===== config.mk =====
export PLATFORM = sky130hd
export DESIGN_NAME = rptr_tag_table
export DESIGN_NICKNAME = d
export VERILOG_FILES = /design/src/rtl/rptr_pkg.sv /design/src/rtl/rptr_match.sv /design/src/rtl/rptr_store.sv /design/src/rtl/rptr_ctrl.sv /design/src/rtl/rptr_tag_table.sv
export SDC_FILE = /design/constraint.sdc
export NUM_CORES = 2
export LEC_CHECK = 0
export ABC_AREA = 1
export BUFFER_PORTS_ARGS = -buffer_cell sky130_fd_sc_hd__buf_2
export CORE_MARGIN = 3
export CORE_UTILIZATION = 40
export CTS_BUF_LIST = sky130_fd_sc_hd__clkbuf_4 sky130_fd_sc_hd__clkbuf_8 sky130_fd_sc_hd__clkbuf_16
export DETAILED_ROUTE_END_ITERATION = 10
export PLACE_DENSITY_LB_ADDON = 0.1
export SKIP_LAST_GASP = 1
export SLEW_MARGIN = 20
export SYNTH_ARGS = -nofsm -noshare
export SYNTH_HDL_FRONTEND = slang
export SYNTH_HIERARCHICAL = 1
export SYNTH_SLANG_ARGS = --single-unit

===== constraint.sdc =====
create_clock -name clk -period 14.5 [get_ports clk]
set_input_delay 2.9 -clock clk [delete_from_list [all_inputs] [get_ports clk]]
set_output_delay 2.9 -clock clk [all_outputs]
set_load 0.1 [all_outputs]

===== src/rtl/rptr_pkg.sv =====
package rptr_pkg;

    // Per-cycle action chosen by the pointer controller
    typedef enum logic [2:0] {
        ACT_IDLE  = 3'd0,   // no request
        ACT_PASS  = 3'd1,   // miss, no allocation
        ACT_HOLD  = 3'd2,   // hit on a non-pointer slot
        ACT_STEP  = 3'd3,   // hit on the pointer slot
        ACT_FILL  = 3'd4,   // miss with allocation
        ACT_FLUSH = 3'd5    // clear all slots
    } rptr_act_e;

endpackage


===== src/rtl/rptr_match.sv =====
module rptr_match #(
    parameter int ENTRIES = 64,
    parameter int TAG_W   = 16,
    localparam int IDX_W  = $clog2(ENTRIES)
) (
    input  logic             clk,
    input  logic             rst_n,
    input  logic             req_valid,
    input  logic [TAG_W-1:0] req_tag,
    input  logic [ENTRIES-1:0] slot_valid,
    input  logic [TAG_W-1:0] slot_tag [ENTRIES],
    output logic             hit,
    output logic [IDX_W-1:0] hit_idx
);

    logic [ENTRIES-1:0] match_vec;

    // One comparator per slot
    for (genvar g = 0; g < ENTRIES; g++) begin : g_cmp
        assign match_vec[g] = req_valid && slot_valid[g] && (slot_tag[g] == req_tag);
    end

    // Lowest-index encoder; matches are unique in normal use
    always_comb begin
        hit_idx = '0;
        for (int i = ENTRIES - 1; i >= 0; i--) begin
            if (match_vec[i]) hit_idx = IDX_W'(i);
        end
    end

    assign hit = |match_vec;

    // a reported hit names a valid slot holding the request tag
    assert_hit_slot_R2: assert property (@(posedge clk) disable iff (!rst_n)
        hit |-> (slot_valid[hit_idx] && slot_tag[hit_idx] == req_tag));

    // no hit without a request
    assert_hit_needs_req_R2: assert property (@(posedge clk) disable iff (!rst_n)
        !req_valid |-> !hit);

    // fills keep tags unique, so at most one comparator fires
    assert_unique_match_R2: assert property (@(posedge clk) disable iff (!rst_n)
        $onehot0(match_vec));

endmodule


===== src/rtl/rptr_store.sv =====
module rptr_store #(
    parameter int ENTRIES = 64,
    parameter int TAG_W   = 16,
    parameter int PAY_W   = 8,
    localparam int IDX_W  = $clog2(ENTRIES)
) (
    input  logic               clk,
    input  logic               rst_n,
    input  logic               clr_all,
    input  logic               fill_we,
    input  logic [IDX_W-1:0]   fill_idx,
    input  logic [TAG_W-1:0]   fill_tag,
    input  logic [PAY_W-1:0]   fill_pay,
    input  logic [IDX_W-1:0]   rd_idx,
    input  logic               rd_en,
    output logic [ENTRIES-1:0] slot_valid,
    output logic [TAG_W-1:0]   slot_tag [ENTRIES],
    output logic [PAY_W-1:0]   rd_pay
);

    logic [PAY_W-1:0] pay_q [ENTRIES];

    for (genvar g = 0; g < ENTRIES; g++) begin : g_slot
        logic sel;
        assign sel = fill_we && (fill_idx == IDX_W'(g));

        always_ff @(posedge clk or negedge rst_n) begin
            if (!rst_n) begin
                slot_valid[g] <= 1'b0;
            end else if (clr_all) begin
                slot_valid[g] <= 1'b0;
            end else if (sel) begin
                slot_valid[g] <= 1'b1;
            end
        end

        always_ff @(posedge clk or negedge rst_n) begin
            if (!rst_n) begin
                slot_tag[g] <= '0;
                pay_q[g]    <= '0;
            end else if (sel && !clr_all) begin
                slot_tag[g] <= fill_tag;
                pay_q[g]    <= fill_pay;
            end
        end
    end

    assign rd_pay = rd_en ? pay_q[rd_idx] : '0;

    // a fill leaves its slot valid and holding the written tag
    assert_fill_written_R5: assert property (@(posedge clk) disable iff (!rst_n)
        (fill_we && !clr_all) |=> (slot_valid[$past(fill_idx)] &&
                                   slot_tag[$past(fill_idx)] == $past(fill_tag)));

    // a clear empties every slot
    assert_clear_all_R8: assert property (@(posedge clk) disable iff (!rst_n)
        clr_all |=> (slot_valid == '0));

endmodule


===== src/rtl/rptr_ctrl.sv =====
module rptr_ctrl
    import rptr_pkg::*;
#(
    parameter int ENTRIES = 64,
    localparam int IDX_W  = $clog2(ENTRIES)
) (
    input  logic             clk,
    input  logic             rst_n,
    input  logic             flush,
    input  logic             req_valid,
    input  logic             req_alloc,
    input  logic             hit,
    input  logic [IDX_W-1:0] hit_idx,
    output logic [IDX_W-1:0] ptr,
    output logic             fill_we,
    output logic             clr_all,
    output rptr_act_e        act
);

    localparam logic [IDX_W-1:0] LAST = IDX_W'(ENTRIES - 1);

    logic [IDX_W-1:0] ptr_q, ptr_d, ptr_inc;

    assign ptr_inc = (ptr_q == LAST) ? '0 : ptr_q + 1'b1;

    // Action decode
    always_comb begin
        if (flush)                      act = ACT_FLUSH;
        else if (!req_valid)            act = ACT_IDLE;
        else if (hit && hit_idx == ptr_q) act = ACT_STEP;
        else if (hit)                   act = ACT_HOLD;
        else if (req_alloc)             act = ACT_FILL;
        else                            act = ACT_PASS;
    end

    // Next pointer per action
    always_comb begin
        ptr_d = ptr_q;
        unique case (act)
            ACT_IDLE:  ptr_d = ptr_q;
            ACT_PASS:  ptr_d = ptr_q;
            ACT_HOLD:  ptr_d = ptr_q;
            ACT_STEP:  ptr_d = ptr_inc;
            ACT_FILL:  ptr_d = ptr_inc;
            ACT_FLUSH: ptr_d = '0;
            default:   ptr_d = ptr_q;
        endcase
    end

    // Pointer register
    always_ff @(posedge clk or negedge rst_n) begin
        if (!rst_n) ptr_q <= '0;
        else        ptr_q <= ptr_d;
    end

    // Strobes to the store
    always_comb begin
        fill_we = 1'b0;
        clr_all = 1'b0;
        unique case (act)
            ACT_FILL:  fill_we = 1'b1;
            ACT_FLUSH: clr_all = 1'b1;
            default: ;
        endcase
    end

    assign ptr = ptr_q;

    // a hit on the pointer slot moves it on by one, wrapping at the top
    assert_step_on_ptr_hit_R3: assert property (@(posedge clk) disable iff (!rst_n)
        (!flush && req_valid && hit && hit_idx == ptr_q) |=>
            (ptr_q == (($past(ptr_q) == LAST) ? '0 : $past(ptr_q) + 1'b1)));

    // a hit elsewhere holds the pointer
    assert_hold_on_other_hit_R4: assert property (@(posedge clk) disable iff (!rst_n)
        (!flush && req_valid && hit && hit_idx != ptr_q) |=> $stable(ptr_q));

    // a fill moves the pointer on by one
    assert_step_on_fill_R5: assert property (@(posedge clk) disable iff (!rst_n)
        (!flush && req_valid && !hit && req_alloc) |=>
            (ptr_q == (($past(ptr_q) == LAST) ? '0 : $past(ptr_q) + 1'b1)));

    // a non-allocating miss holds the pointer
    assert_hold_on_pass_R6: assert property (@(posedge clk) disable iff (!rst_n)
        (!flush && req_valid && !hit && !req_alloc) |=> $stable(ptr_q));

    // flush returns the pointer to zero
    assert_flush_ptr_R8: assert property (@(posedge clk) disable iff (!rst_n)
        flush |=> (ptr_q == '0));

endmodule


===== src/rtl/rptr_tag_table.sv =====
module rptr_tag_table
    import rptr_pkg::*;
#(
    parameter int ENTRIES = 64,
    parameter int TAG_W   = 16,
    parameter int PAY_W   = 8,
    localparam int IDX_W  = $clog2(ENTRIES)
) (
    input  logic             clk,
    input  logic             rst_n,
    input  logic             flush,
    input  logic             req_valid,
    input  logic [TAG_W-1:0] req_tag,
    input  logic             req_alloc,
    input  logic [PAY_W-1:0] req_payload,
    output logic             hit,
    output logic [IDX_W-1:0] hit_idx,
    output logic [PAY_W-1:0] hit_payload,
    output logic [IDX_W-1:0] victim_idx
);

    logic [ENTRIES-1:0] slot_valid;
    logic [TAG_W-1:0]   slot_tag [ENTRIES];
    logic               fill_we;
    logic               clr_all;
    rptr_act_e          act;

    rptr_match #(.ENTRIES(ENTRIES), .TAG_W(TAG_W)) u_match (
        .clk        (clk),
        .rst_n      (rst_n),
        .req_valid  (req_valid),
        .req_tag    (req_tag),
        .slot_valid (slot_valid),
        .slot_tag   (slot_tag),
        .hit        (hit),
        .hit_idx    (hit_idx)
    );

    rptr_ctrl #(.ENTRIES(ENTRIES)) u_ctrl (
        .clk       (clk),
        .rst_n     (rst_n),
        .flush     (flush),
        .req_valid (req_valid),
        .req_alloc (req_alloc),
        .hit       (hit),
        .hit_idx   (hit_idx),
        .ptr       (victim_idx),
        .fill_we   (fill_we),
        .clr_all   (clr_all),
        .act       (act)
    );

    rptr_store #(.ENTRIES(ENTRIES), .TAG_W(TAG_W), .PAY_W(PAY_W)) u_store (
        .clk        (clk),
        .rst_n      (rst_n),
        .clr_all    (clr_all),
        .fill_we    (fill_we),
        .fill_idx   (victim_idx),
        .fill_tag   (req_tag),
        .fill_pay   (req_payload),
        .rd_idx     (hit_idx),
        .rd_en      (hit),
        .slot_valid (slot_valid),
        .slot_tag   (slot_tag),
        .rd_pay     (hit_payload)
    );

    // out of reset the pointer sits at slot zero
    assert_reset_ptr_R1: assert property (@(posedge clk)
        $rose(rst_n) |-> (victim_idx == '0));

    // a fill is only issued on a miss with allocation
    assert_fill_on_miss_R5: assert property (@(posedge clk) disable iff (!rst_n)
        fill_we |-> (req_valid && !hit && req_alloc && !flush && act == ACT_FILL));

endmodule


; ---- Yosys cells after proc, flatten, opt, wreduce, memory -nomap -nowiden
; Cells that the tools add are included.
[word_totals]
regBits = 1606
in_bits = 29
output_inout_bits = 21
wordCells = 858
[op_classes]
n_addsub = 1
magnitude_cmp = 1
n_eq_ne = 131
muxes = 205
n_bitwise = 1
n_reduce_logical = 326
[ops]
columns = op, n
row1 = 16-bit equality test, 64
row2 = 6-bit two-way mux, 65
row3 = 1-bit logical AND, 257
row4 = "6-bit equality test, second input constant", 32
row5 = 1-bit two-way mux, 130
row6 = 2-bit nonzero test, 65
row7 = "6-bit by 5-bit equality test with 1-bit output, second input constant", 16
row8 = 64-bit OR reduction, 1
row9 = 8-bit binary-select mux with 6-bit select, 1
row10 = "6-bit by 4-bit equality test with 1-bit output, second input constant", 8
row11 = "6-bit by 3-bit equality test with 1-bit output, second input constant", 4
row12 = 8-bit two-way mux, 3
row13 = 3-bit two-way mux, 5
row14 = "6-bit by 2-bit equality test with 1-bit output, second input constant", 2
row15 = 6-bit case mux with 2 select lines, 1
row16 = "7-bit greater-or-equal comparator, second input constant", 1
row17 = 6-bit NOT with 7-bit output, 1
row18 = "6-bit by 1-bit adder with 6-bit output, second input constant", 1
row19 = "3-bit equality test, second input constant", 2
row20 = "6-bit by 1-bit equality test with 1-bit output, second input constant", 1
row21 = 6-bit equality test, 1
row22 = 6-bit zero test, 1
row23 = "3-bit by 2-bit equality test with 1-bit output, second input constant", 1
row24 = 2-bit OR reduction, 1
row25 = 1-bit zero test, 1

; ---- Longest topological paths before layout
[logic_depth]
ltp_word = 76
depth_mapped = 83
depth_no_buf = 80

; ---- Modules after synthesis
; Netlist, hierarchy kept.
[modules_own_cells]
columns = module, instances, cells_each, area_each_um2, seq_area_each_um2
row1 = rptr_store, 1, 6598, 61804.3, 40038.4
row2 = rptr_match, 1, 2444, 13467.9, 0.0
row3 = rptr_ctrl, 1, 88, 528.0, 150.1

; ---- Worst setup path before layout
; OpenSTA, ideal clock, no wires.
[synth_timing]
path_kind = input to output
from = input req_tag[13]
to = output hit_payload[6]
t_arrival_ns = 11.241
required_time_ns = 11.600
slack_ns = 0.359
cell_stages = 25
n_path_buf = 14
cell_sequence = buf_6 inv_6 buf_12 buf_12 buf_2 buf_2 buf_2 buf_2 buf_2 buf_1 buf_2 buf_2 buf_2 buf_2 a221oi_1 and3_1 nand4_1 nand2_1 nor2_1 nand4_1 or2_2 nor4_1 buf_1 nand3_1 a21oi_1
[synth_via]
elab_chain_len = 71
elab_cells_between_ends = 198
cone_classes = 64 x eq/ne / 68 x mux / 1 x bitwise / 65 x reduce/logical
[synth_lines]
columns = element, line
row1 = from (decl), rptr_tag_table.sv:13  ; input logic [TAG_W-1:0] req_tag,
row2 = 16-bit equality test, rptr_match.sv:20  ; assign match_vec[g] = req_valid && slot_valid[g] && (slot_tag[g] == req_tag);
row3 = 1-bit logical AND, rptr_match.sv:20
row4 = 6-bit two-way mux (63 in a row), rptr_match.sv:27  ; if (match_vec[i]) hit_idx = IDX_W'(i);
row5 = 6-bit two-way mux (*), rptr_match.sv:27
row6 = via hit_idx[5], rptr_tag_table.sv:17  ; output logic [IDX_W-1:0] hit_idx,
row7 = 6-bit NOT with 7-bit output (implied by the code) (*), rptr_store.sv:48  ; assign rd_pay = rd_en ? pay_q[rd_idx] : '0;
row8 = 8-bit binary-select mux with 6-bit select (*), rptr_store.sv:48
row9 = 8-bit two-way mux (implied by the code) (*) (2 in a row), rptr_store.sv:48
row10 = 8-bit two-way mux (*), rptr_store.sv:48
row11 = to (decl), rptr_tag_table.sv:18  ; output logic [PAY_W-1:0] hit_payload,
; The timed path passes the listed nets; every way through them passes the cells marked *. The select of a mux whose other input is x is not followed.

; ---- Worst setup path after layout
[layout_timing]
from = input req_tag[6]
to = output hit_payload[3]
[layout_via]
elab_chain_len = 71
elab_cells_between_ends = 198
cone_classes = 64 x eq/ne / 68 x mux / 1 x bitwise / 65 x reduce/logical
[layout_lines]
columns = element, line
row1 = 16-bit equality test, rptr_match.sv:20
row2 = 1-bit logical AND, rptr_match.sv:20
row3 = 6-bit two-way mux (64 in a row), rptr_match.sv:27
row4 = 6-bit NOT with 7-bit output (implied by the code), rptr_store.sv:48
row5 = 8-bit binary-select mux with 6-bit select, rptr_store.sv:48
row6 = 8-bit two-way mux (implied by the code) (2 in a row), rptr_store.sv:48
row7 = 8-bit two-way mux (*), rptr_store.sv:48
; Every way passes the cells marked *; elsewhere a longest branch is shown, timed or not. The select of a mux whose other input is x is not followed.

==> results by group <==
Synthesis
  – Cells after synthesis: just over 9000
  – Syn_area_per_cell: 8.30 sq um
  – Cell Area, Synth: approximately 0.076 sq mm
  – Syn Nets: about 9200
  – Synth warnings: 6

STA
  – Max-slew headroom: about 21%
  – Fin Hold WS: 0.480 ns
  – Total Neg Setup Slack: 0 ns
  – Final Hold Fails: 0
  – Slew Limit Fails: 0
  – Least-Margin Pin Slew: 1.19 ns
  – # setup viols final: 0
  – Fin crit share: 93.6%
  – Fmax: 73.7 MHz
  – Final Critical Period: 13.57 ns
  – RSZ-0062 raised after global routing: no
  – Final clock skew: 0.0331 ns

Final layout
  – Most frequent cells in the layout: nand2_1, o21ai_0, dfrtp_1
  – Commonest non-fill, non-tap cell in the layout: nand2_1
  – Final Util: 44.8%
  – P&R area growth vs syn: 11.2%
  – NumNets Final: 8844
  – Filler cells: 18723
  – Multi-input gate area: ~0.032 sq mm
  – Seq. cell area: 0.0402 sq mm
  – Final Instance Area: approximately 0.084 sq mm
  – Layout cell share with drive strength beyond 1: around 8.9%

Clocking
  – Reg clk slew, reported paths: 0.06 ns
  – Post-CTS Setup Bufs: 0
  – # hold bufs at CTS: 0
  – Clock buffer depth: 3
  – Clock Sinks: about 1600
  – TritonCTS clock tree: done
  – CTS buffer count: 178
  – Quantity of gates resized following cts: 0
  – Clock Latency Late Sink: 0.83 ns
  – CTS root buf: clkbuf_16
  – H-tree lvl count: 4

Route
  – DR iter-0 viols: 7645
  – Vias: 65879
  – Routed vias/inst: 5.75
  – Per-cell routed wire length: approximately 25 um
  – # DRC: 0
  – Initial DRT Pass Iterations: 8
  – Routed WL: 291000 um
  – Antenna Violating Nets Remaining: 0

Worst setup path
  – Worst-path fanout max: 36
  – Worst r2r path cells: 79
  – Most frequent CP cell: nand2_1
  – FF-to-FF End: u_ctrl/ptr[1]$_DFFE_PN0P_
  – FF-to-FF Start: u_store/slot_tag[4]$_DFFE_PN0P_
  – R2R setup slack: roughly 7.7 ns
  – Setup Crit Path Kind: primary input to primary output
  – Startpoint class of the critical path: primary input
  – Worst path slowest cell: buf_2
  – Crit end category: primary output
  – WP data arrival: 10.67 ns
  – Max stage delay on crit path: 0.29 ns
  – Required @ worst endpoint: 11.60 ns

Run status
  – Run status: finished, final reports clean

Placed design
  – # port buffers: 49
  – Post-DP Area: 0.0782 sq mm
  – Post-DP HPWL: between 150000 and 200000 um
  – Global placement routability congestion: 0.866

GRT
  – Global routing's busiest layer: met2
  – Global-route wire length before repair: around 430000 um
  – Number of global-route vias before repair: 61634
  – GRT overflow: 0
  – GR Util met3: 4.12%
  – Tot GR Track Use: 29.7%
  – Grt met2 use: 47.0%
  – Met1 Use GR: 42.5%
  – Initial antenna violation count: 19
  – Largest net degree at the start of global routing: approximately 160

Worst hold path
  – Hold Path Cell Cnt: 2
  – Hold Path Class: register to register
  – Min-Delay Startpoint: u_store/slot_valid[24]$_DFFE_PN0P_
  – Sink of the worst hold path: u_store/slot_valid[24]$_DFFE_PN0P_

Power and ir drop
  – Pwr/cell area: around 120 mW/mm^2
  – Total power: 9850 uW
  – Static Leak: 0.0373 uW
  – VDD IR max: between 0.0001 and 0.00015 V

Die
  – DIE WIDTH: 441 um
  – Die Ht: 441 um
  – Initial core utilization: ~40%
  – Placeable Area: about 0.19 sq mm
  – # IOs: 50
  – # rows: roughly 160
  – DIE AREA: 0.195 sq mm

Job
  – # Max-Cap Violations: 0
-- layout make-up --
type	count	share of cell area, %
diodes	9	0.0267
clock buffers	270	6.52
clock inverters	53	0.655
inverters	172	0.868
multi-input cells	6564	37.5
flip-flops and latches	1606	47.7
well taps	2495	3.70
repair buffers	292	3.02
-- critical path: cells and delay by family --
family,cells,cell delay [ns]
AND/OR/NAND/NOR,74,5.66
buffers and inverters,8,1.74
AO/OA/AOI/OAI,2,0.33
-- through the flow --
| stage | instances | setup slack, ns |
|---|---|---|
| after floorplan | 9127 | 0.359 |
| after global placement | 11129 | 0.797 |
| after detailed placement | 11129 | 1.13 |
| after CTS | 11452 | 1.12 |
| after global routing | 11458 | 0.234 |
| final | 11461 | 0.933 |
-- report_power, final --
part / internal [uW] / switching, uW / total [uW]
Clock: 2760 / 1930 / 4680
Sequential: 4520 / 23.2 / 4540
Combinational: 128 / 503 / 631
Total: 7400 / 2450 / 9850
-- how the worst max path moves through the flow --
stage	startpoint	to	slack, ns	cells past startpoint
after floorplan	req_tag[13]	hit_payload[6]	0.36	25
after global placement	req_tag[4]	hit_payload[3]	0.80	81
after global routing	req_tag[4]	hit_payload[3]	0.23	81
after detailed placement	req_tag[4]	hit_payload[3]	1.13	81
final	req_tag[6]	hit_payload[3]	0.93	84
after CTS	req_tag[4]	hit_payload[3]	1.12	81
-- registers in the layout, summed over array words and instances, names as in the netlist --
register	flops
u_store/slot_tag	1024
u_store/pay_q	512
u_store/slot_valid	64
u_ctrl/ptr	6
-- routing by layer --
| metal | vias up | share of wire, % |
|---|---|---|
| li1 | 30020 | - |
| met1 | 32887 | 45 |
| met2 | 2524 | 45 |
| met3 | 448 | 6.9 |
| met4 | 0 | 2.8 |
| met5 | - | 0 |
No activity file was read; power rests on OpenSTA's default activity.
